## src/rtl/tapbb_pkg.sv

```systemverilog
// Package: shared constants and types for the TAP bit-bang register.
// Assumes: a host data bus of at least CTRL_W bits.
package tapbb_pkg;
    // Width of the control word that carries meaning.
    localparam int CTRL_W   = 4;
    // Bit positions inside the control word; host software depends on them.
    localparam int TRST_POS = 3;
    localparam int TMS_POS  = 2;
    localparam int TDI_POS  = 1;
    localparam int TDO_POS  = 0;

    // Levels presented toward the target.
    typedef struct packed {
        logic tck;
        logic tms;
        logic tdo;
        logic trst;
    } tap_pins_t;

    // Reset levels of the pins: clock idle high, target held in reset.
    localparam tap_pins_t PINS_RESET = '{tck: 1'b1, tms: 1'b0, tdo: 1'b0, trst: 1'b0};
endpackage

```

## src/rtl/tapbb_access_detect.sv

```systemverilog
// Module: turns level strobes into single-cycle access events.
// An access is the rising edge of (select AND strobe). A write that rises
// in the same cycle as a read wins, and that read is dropped.
// Assumes: strobes are synchronous to clk.
module tapbb_access_detect (
    input  logic clk,
    input  logic rst_n,
    input  logic sel,
    input  logic rd,
    input  logic wr,
    output logic wr_evt,
    output logic rd_evt
);
    logic rd_lvl;
    logic wr_lvl;
    logic rd_q;
    logic wr_q;

    // Qualified strobe levels.
    always_comb begin
        rd_lvl = sel & rd;
        wr_lvl = sel & wr;
    end

    // Remember the previous strobe levels for edge detection.
    always_ff @(posedge clk) begin
        if (!rst_n) begin
            rd_q <= 1'b0;
            wr_q <= 1'b0;
        end else begin
            rd_q <= rd_lvl;
            wr_q <= wr_lvl;
        end
    end

    // Rising-edge events, write having priority over a simultaneous read.
    always_comb begin
        wr_evt = wr_lvl & ~wr_q;
        rd_evt = rd_lvl & ~rd_q & ~wr_lvl;
    end
endmodule

```

## src/rtl/tapbb_ctrl_reg.sv

```systemverilog
// Module: holds the control word and builds the registered read word.
// The stored bits are the TRST, TMS and TDO positions. The TDI position is
// not stored; it is the live TDI level captured at the read event.
// Assumes: at most one of wr_evt and rd_evt is high in a cycle.
module tapbb_ctrl_reg
    import tapbb_pkg::*;
#(
    parameter int DATA_W = 8
) (
    input  logic              clk,
    input  logic              rst_n,
    input  logic              wr_evt,
    input  logic              rd_evt,
    input  logic [DATA_W-1:0] wdata,
    input  logic              tdi,
    output logic [CTRL_W-1:0] ctrl_q,
    output logic [DATA_W-1:0] rdata
);
    localparam logic [CTRL_W-1:0] STORE_MASK = CTRL_W'(~(1 << TDI_POS));

    logic [DATA_W-1:0] rd_word;

    // Store the writable bits of the control word on each write.
    always_ff @(posedge clk) begin
        if (!rst_n) begin
            ctrl_q <= '0;
        end else if (wr_evt) begin
            ctrl_q <= wdata[CTRL_W-1:0] & STORE_MASK;
        end
    end

    // Assemble the read word; bits above the control field read as zero.
    for (genvar b = 0; b < DATA_W; b++) begin : g_rd_bit
        if (b == TDI_POS) begin : g_tdi
            assign rd_word[b] = tdi;
        end else if (b < CTRL_W) begin : g_ctrl
            assign rd_word[b] = ctrl_q[b];
        end else begin : g_zero
            assign rd_word[b] = 1'b0;
        end
    end

    // Capture the read word on each read event; hold it otherwise.
    always_ff @(posedge clk) begin
        if (!rst_n) begin
            rdata <= '0;
        end else if (rd_evt) begin
            rdata <= rd_word;
        end
    end
endmodule

```

## src/rtl/tapbb_pin_drive.sv

```systemverilog
// Module: produces the pin levels and the test clock in discrete mode.
// A write sets TRST, TMS and TDO from the write data and drops TCK. A read
// raises TCK. Outside discrete mode the pins hold their levels.
// Assumes: the write data is the same word stored by the control register.
module tapbb_pin_drive
    import tapbb_pkg::*;
#(
    parameter int DATA_W = 8
) (
    input  logic              clk,
    input  logic              rst_n,
    input  logic              mode,
    input  logic              wr_evt,
    input  logic              rd_evt,
    input  logic [DATA_W-1:0] wdata,
    output tap_pins_t         pins,
    output logic              active
);
    tap_pins_t pins_nxt;

    // Next pin levels from the current access and mode.
    always_comb begin
        pins_nxt = pins;
        if (mode && wr_evt) begin
            pins_nxt.tck  = 1'b0;
            pins_nxt.tms  = wdata[TMS_POS];
            pins_nxt.tdo  = wdata[TDO_POS];
            pins_nxt.trst = wdata[TRST_POS];
        end else if (mode && rd_evt) begin
            pins_nxt.tck  = 1'b1;
        end
    end

    // Pin level registers.
    always_ff @(posedge clk) begin
        if (!rst_n) begin
            pins <= PINS_RESET;
        end else begin
            pins <= pins_nxt;
        end
    end

    // Registered mode select for the external pin multiplexer.
    always_ff @(posedge clk) begin
        if (!rst_n) begin
            active <= 1'b0;
        end else begin
            active <= mode;
        end
    end
endmodule

```

## src/rtl/tap_bitbang_reg.sv

```systemverilog
// Module: top of the software-driven TAP bit-bang register.
// Detects host accesses, stores the control word, drives the pin levels
// and test clock in discrete mode and returns the read word with TDI.
// Assumes: host strobes are synchronous to clk; the sequencer pin mux
// lives outside and is steered by bb_active.
module tap_bitbang_reg
    import tapbb_pkg::*;
#(
    parameter int DATA_W = 8
) (
    input  logic              clk,
    input  logic              rst_n,
    input  logic              host_sel,
    input  logic              host_rd,
    input  logic              host_wr,
    input  logic [DATA_W-1:0] host_wdata,
    input  logic              disc_mode,
    input  logic              tdi_i,
    output logic [DATA_W-1:0] host_rdata,
    output logic              tck_o,
    output logic              tms_o,
    output logic              tdo_o,
    output logic              trst_o,
    output logic              bb_active
);
    logic              wr_evt;
    logic              rd_evt;
    logic [CTRL_W-1:0] ctrl_q;
    tap_pins_t         pins;

    tapbb_access_detect u_acc (
        .clk    (clk),
        .rst_n  (rst_n),
        .sel    (host_sel),
        .rd     (host_rd),
        .wr     (host_wr),
        .wr_evt (wr_evt),
        .rd_evt (rd_evt)
    );

    tapbb_ctrl_reg #(.DATA_W(DATA_W)) u_reg (
        .clk    (clk),
        .rst_n  (rst_n),
        .wr_evt (wr_evt),
        .rd_evt (rd_evt),
        .wdata  (host_wdata),
        .tdi    (tdi_i),
        .ctrl_q (ctrl_q),
        .rdata  (host_rdata)
    );

    tapbb_pin_drive #(.DATA_W(DATA_W)) u_pins (
        .clk    (clk),
        .rst_n  (rst_n),
        .mode   (disc_mode),
        .wr_evt (wr_evt),
        .rd_evt (rd_evt),
        .wdata  (host_wdata),
        .pins   (pins),
        .active (bb_active)
    );

    // Unpack the pin struct onto the ports.
    always_comb begin
        tck_o  = pins.tck;
        tms_o  = pins.tms;
        tdo_o  = pins.tdo;
        trst_o = pins.trst;
    end

    // The stored word reaches the ports only through reads.
    logic unused_ctrl;
    assign unused_ctrl = ^ctrl_q;
endmodule

```

## config.mk

```make
export PLATFORM = sky130hd
export DESIGN_NAME = tap_bitbang_reg
export DESIGN_NICKNAME = d
export VERILOG_FILES = /design/src/rtl/tapbb_pkg.sv /design/src/rtl/tapbb_access_detect.sv /design/src/rtl/tapbb_ctrl_reg.sv /design/src/rtl/tapbb_pin_drive.sv /design/src/rtl/tap_bitbang_reg.sv
export SDC_FILE = /design/constraint.sdc
export NUM_CORES = 1
export LEC_CHECK = 0
export ABC_AREA = 1
export CAP_MARGIN = 30
export CORE_MARGIN = 10
export CORE_UTILIZATION = 42
export CTS_CLUSTER_SIZE = 12
export DETAILED_ROUTE_END_ITERATION = 8
export GPL_TIMING_DRIVEN = 0
export HOLD_SLACK_MARGIN = 0.05
export PLACE_DENSITY = 0.84
export SYNTH_ARGS = -nofsm -noshare
export SYNTH_HDL_FRONTEND = slang
export SYNTH_SLANG_ARGS = --single-unit
export TNS_END_PERCENT = 30
```

## constraint.sdc

```tcl
create_clock -name clk -period 2.15 [get_ports clk]
set_input_delay 0.43 -clock clk [delete_from_list [all_inputs] [get_ports clk]]
set_output_delay 0.43 -clock clk [all_outputs]
set_load 0.01 [all_outputs]
```

==> reports/results.md <==
| Quantity | Reported | Unit |
| --- | --- | --- |
| Run status | completed | - |
| Total die area | 3350 | sq um |
| Overflow left after global routing | 0 | - |
| Detailed-route via count | 572 | - |
| Nets | 124 | - |
| Met3 routed wirelength | 110 | um |
| Number of synthesized flops with an enable pin | 0 | - |
| Crit Path Max Fanout | 2 | - |
| Worst EP arrival | 1.15 | ns |
| Number of hold buffers added after cts | 0 | - |
| Average routed wire per standard cell | 10.4 | um |
| Wire length on met2 | 602 | um |
| Main area contributors after synthesis | sky130_fd_sc_hd__dfxtp_1, sky130_fd_sc_hd__nor2_1, sky130_fd_sc_hd__inv_1 | - |
| # IOs | 28 | - |
| Clock insertion delay at the later pin of the skew report | 0.28 | ns |
| Static Leakage | 0.000404 | uW |
| Worst clock skew on the final layout | 0.00451 | ns |
| Synthesized flop and latch total | 14 | - |
| Clk buf depth | 2 | - |
| Antenna fix cells | 0 | - |
| Number of global-route vias before repair | 523 | - |
| Mean number of vias per cell | 4.65 | - |
| Combined global-route utilization of all metal layers | 0.0789 | - |
| Crit end category | primary output | - |
| Cells after synthesis | 83 | - |
| Routed metal-1 wirelength | 529 | um |
| Count of endpoints failing hold in the final timing report | 0 | - |
| Number of design-rule violations left by the first detailed-router iteration | 8 | - |
| Unrepaired setup endpoints after global routing | false | - |
| Routability Congestion | 0.780 | - |
| Number of remaining DRC errors | 0 | - |
| Final Cycle Share | 0.737 | - |
| CTS H-tree lvls | 1 | - |
| Die extent in x | 57.9 | um |
| Starting density of the core | 0.452 | - |
| # port buffers | 18 | - |
| Largest net degree at the start of global routing | 11 | - |
| Sequential element share of the synthesized area | 0.465 | - |
| Max Slew Vio Count | 0 | - |
| Clock tree root buffer cell | sky130_fd_sc_hd__clkbuf_4 | - |
| Accumulated negative setup slack | 0 | ns |
| Post-synth cell types | 14 | - |
| Number of iterations in the first detailed-routing pass | 4 | - |
| Core region area | 1330 | sq um |
| Cell type group with the largest total delay on the critical path | buffers and inverters | - |
| Total power density per cell area | 661 | nW/um^2 |
| First-pass GRT wire length | 2170 | um |
| Synthesized area per cell | 7.27 | sq um |
| Post-placement setup slack | 0.573 | ns |
| Biggest cell delay along the critical path | 0.55 | ns |
| Proportion of layout cells with a drive suffix above 1 | 0.120 | - |
| Total Wirelength | 1280 | um |
| Most instantiated library cell after synthesis | sky130_fd_sc_hd__nor2_1 | - |
| Post-synthesis instance area | 603 | sq um |
| Yosys top cell area share | 0.465 | - |
| Sum of buffers and inverters on the critical path | 1 | - |
| Max cap viols | 0 | - |
| Yosys warning total | 0 | - |
| Post-CTS repair timing setup buffer count | 0 | - |
| TritonCTS clock tree | yes | - |
| Count of clock tree sinks | 14 | - |
| Library cell occupying the most area in the post-synthesis netlist | sky130_fd_sc_hd__dfxtp_1 | - |
| Critical path start-end classification | register to primary output | - |
| Fmax | 631 | MHz |
| Cell-by-cell trace of the critical path | clkdlybuf4s50_1 | - |
| Max layer used | met4 | - |
| Remaining antenna violation count | 0 | - |
| Cell type of the slowest stage on the worst timing path | sky130_fd_sc_hd__clkdlybuf4s50_1 | - |
| Die H | 57.9 | um |
| Proportion of synthesized flip-flops having asynchronous set or reset | 0 | - |
| Tmin final | 1.58 | ns |
| Required time of the critical path | 1.72 | ns |
| Number of gates resized after CTS | 0 | - |
| Most frequent cells after synthesis | sky130_fd_sc_hd__nor2_1, sky130_fd_sc_hd__dfxtp_1, sky130_fd_sc_hd__inv_1, sky130_fd_sc_hd__nand2_1, sky130_fd_sc_hd__nand3_1 | - |
| DP Wirelength | 1040 | um |
| Layout overhead on the synthesized area | 40.9 | % |
| Final setup violating endpoints | 0 | - |
| CTS clock-pin slew for the worst setup and hold paths | 0.08 | ns |
| Max VDD drop | 411 | uV |
| TritonCTS Buffers | 3 | - |
| Class of the tightest hold or removal check | register to register | - |
| Count of standard-cell rows | 13 | - |
| Antenna violations before repair | 0 | - |
| Final setup slack of the worst path | 0.566 | ns |
| Predominant post-synthesis flop cell | sky130_fd_sc_hd__dfxtp_1 | - |
| Launching element type of the critical path | register | - |
## layout by cell type, fill, tap and decap left out, drive strengths merged
cell | Yosys | layout
nand3 | 6 | 6
nand2 | 14 | 14
o21ai | 3 | 3
conb | 1 | 4
inv | 13 | 13
nor2 | 21 | 21
buf | 5 | 5
dfxtp | 14 | 14
clkdlybuf4s50 | 0 | 18
clkbuf | 0 | 4
nand4 | 1 | 1
nand3b | 4 | 4
nor3 | 1 | 1
## stage by stage
step	hold WS, ns	instances	util	instance area (sq um)	total power [uW]
2_1_floorplan	0.446	86	-	614	334
3_3_place_gp	0.444	119	0.610	813	376
3_5_place_dp	0.451	119	0.610	813	379
4_1_cts	0.472	123	0.637	850	563
5_1_grt	0.508	123	0.637	850	587
6_report	0.469	123	0.637	850	561
## sequential cells by signal (all words and copies together) (netlist names)
register       count
u_pins.pins        4
u_reg.rdata        4
u_reg.ctrl_q       3
u_acc.rd_q         1
u_acc.wr_q         1
u_pins.active      1
## logic make-up (layout without fill, tap and decap cells)
kind of cell	count (synthesis)	after routing	share of synthesized area
AO/OA/AOI/OAI	3	3	0.0249
other	1	4	0.00622
AND/OR/NAND/NOR	47	47	0.365
buffers and inverters	18	40	0.139
flip-flops	14	14	0.465
## power breakdown
part / internal, uW / leakage, uW / switching, uW
clock network: 103 / 0.0000210 / 85.4
registers: 273 / 0.000115 / 6.52
logic: 49.0 / 0.000268 / 44.2
total: 425 / 0.000404 / 136
## area by class of cell
cell class	instances	area, sq um
well taps	15	18.8
repair buffers	18	180
plain buffers	5	35.0
inverters	13	48.8
multi-input cells	54	250
fillers	130	484
flip-flops and latches	14	280
clock buffers	4	36.3
## final timing paths
| kind | endpoint | cells past startpoint | slack, ns | start |
|---|---|---|---|---|
| min reg2reg | u_pins.pins[3] | 2 | 0.47 | u_pins.pins[3] |
| max reg2reg | u_reg.rdata[0] | 4 | 1.24 | u_acc.rd_q |
| max | tms_o | 1 | 0.57 | u_pins.pins[2] |
| min | u_pins.pins[3] | 2 | 0.47 | u_pins.pins[3] |
## layer usage
layer | track usage | vias up
met5 | 0 | -
met4 | 0.0604 | 0
met3 | 0.0305 | 4
met2 | 0.130 | 19
met1 | 0.0778 | 254
li1 | - | 295
Power figures use the tool's default switching activity.
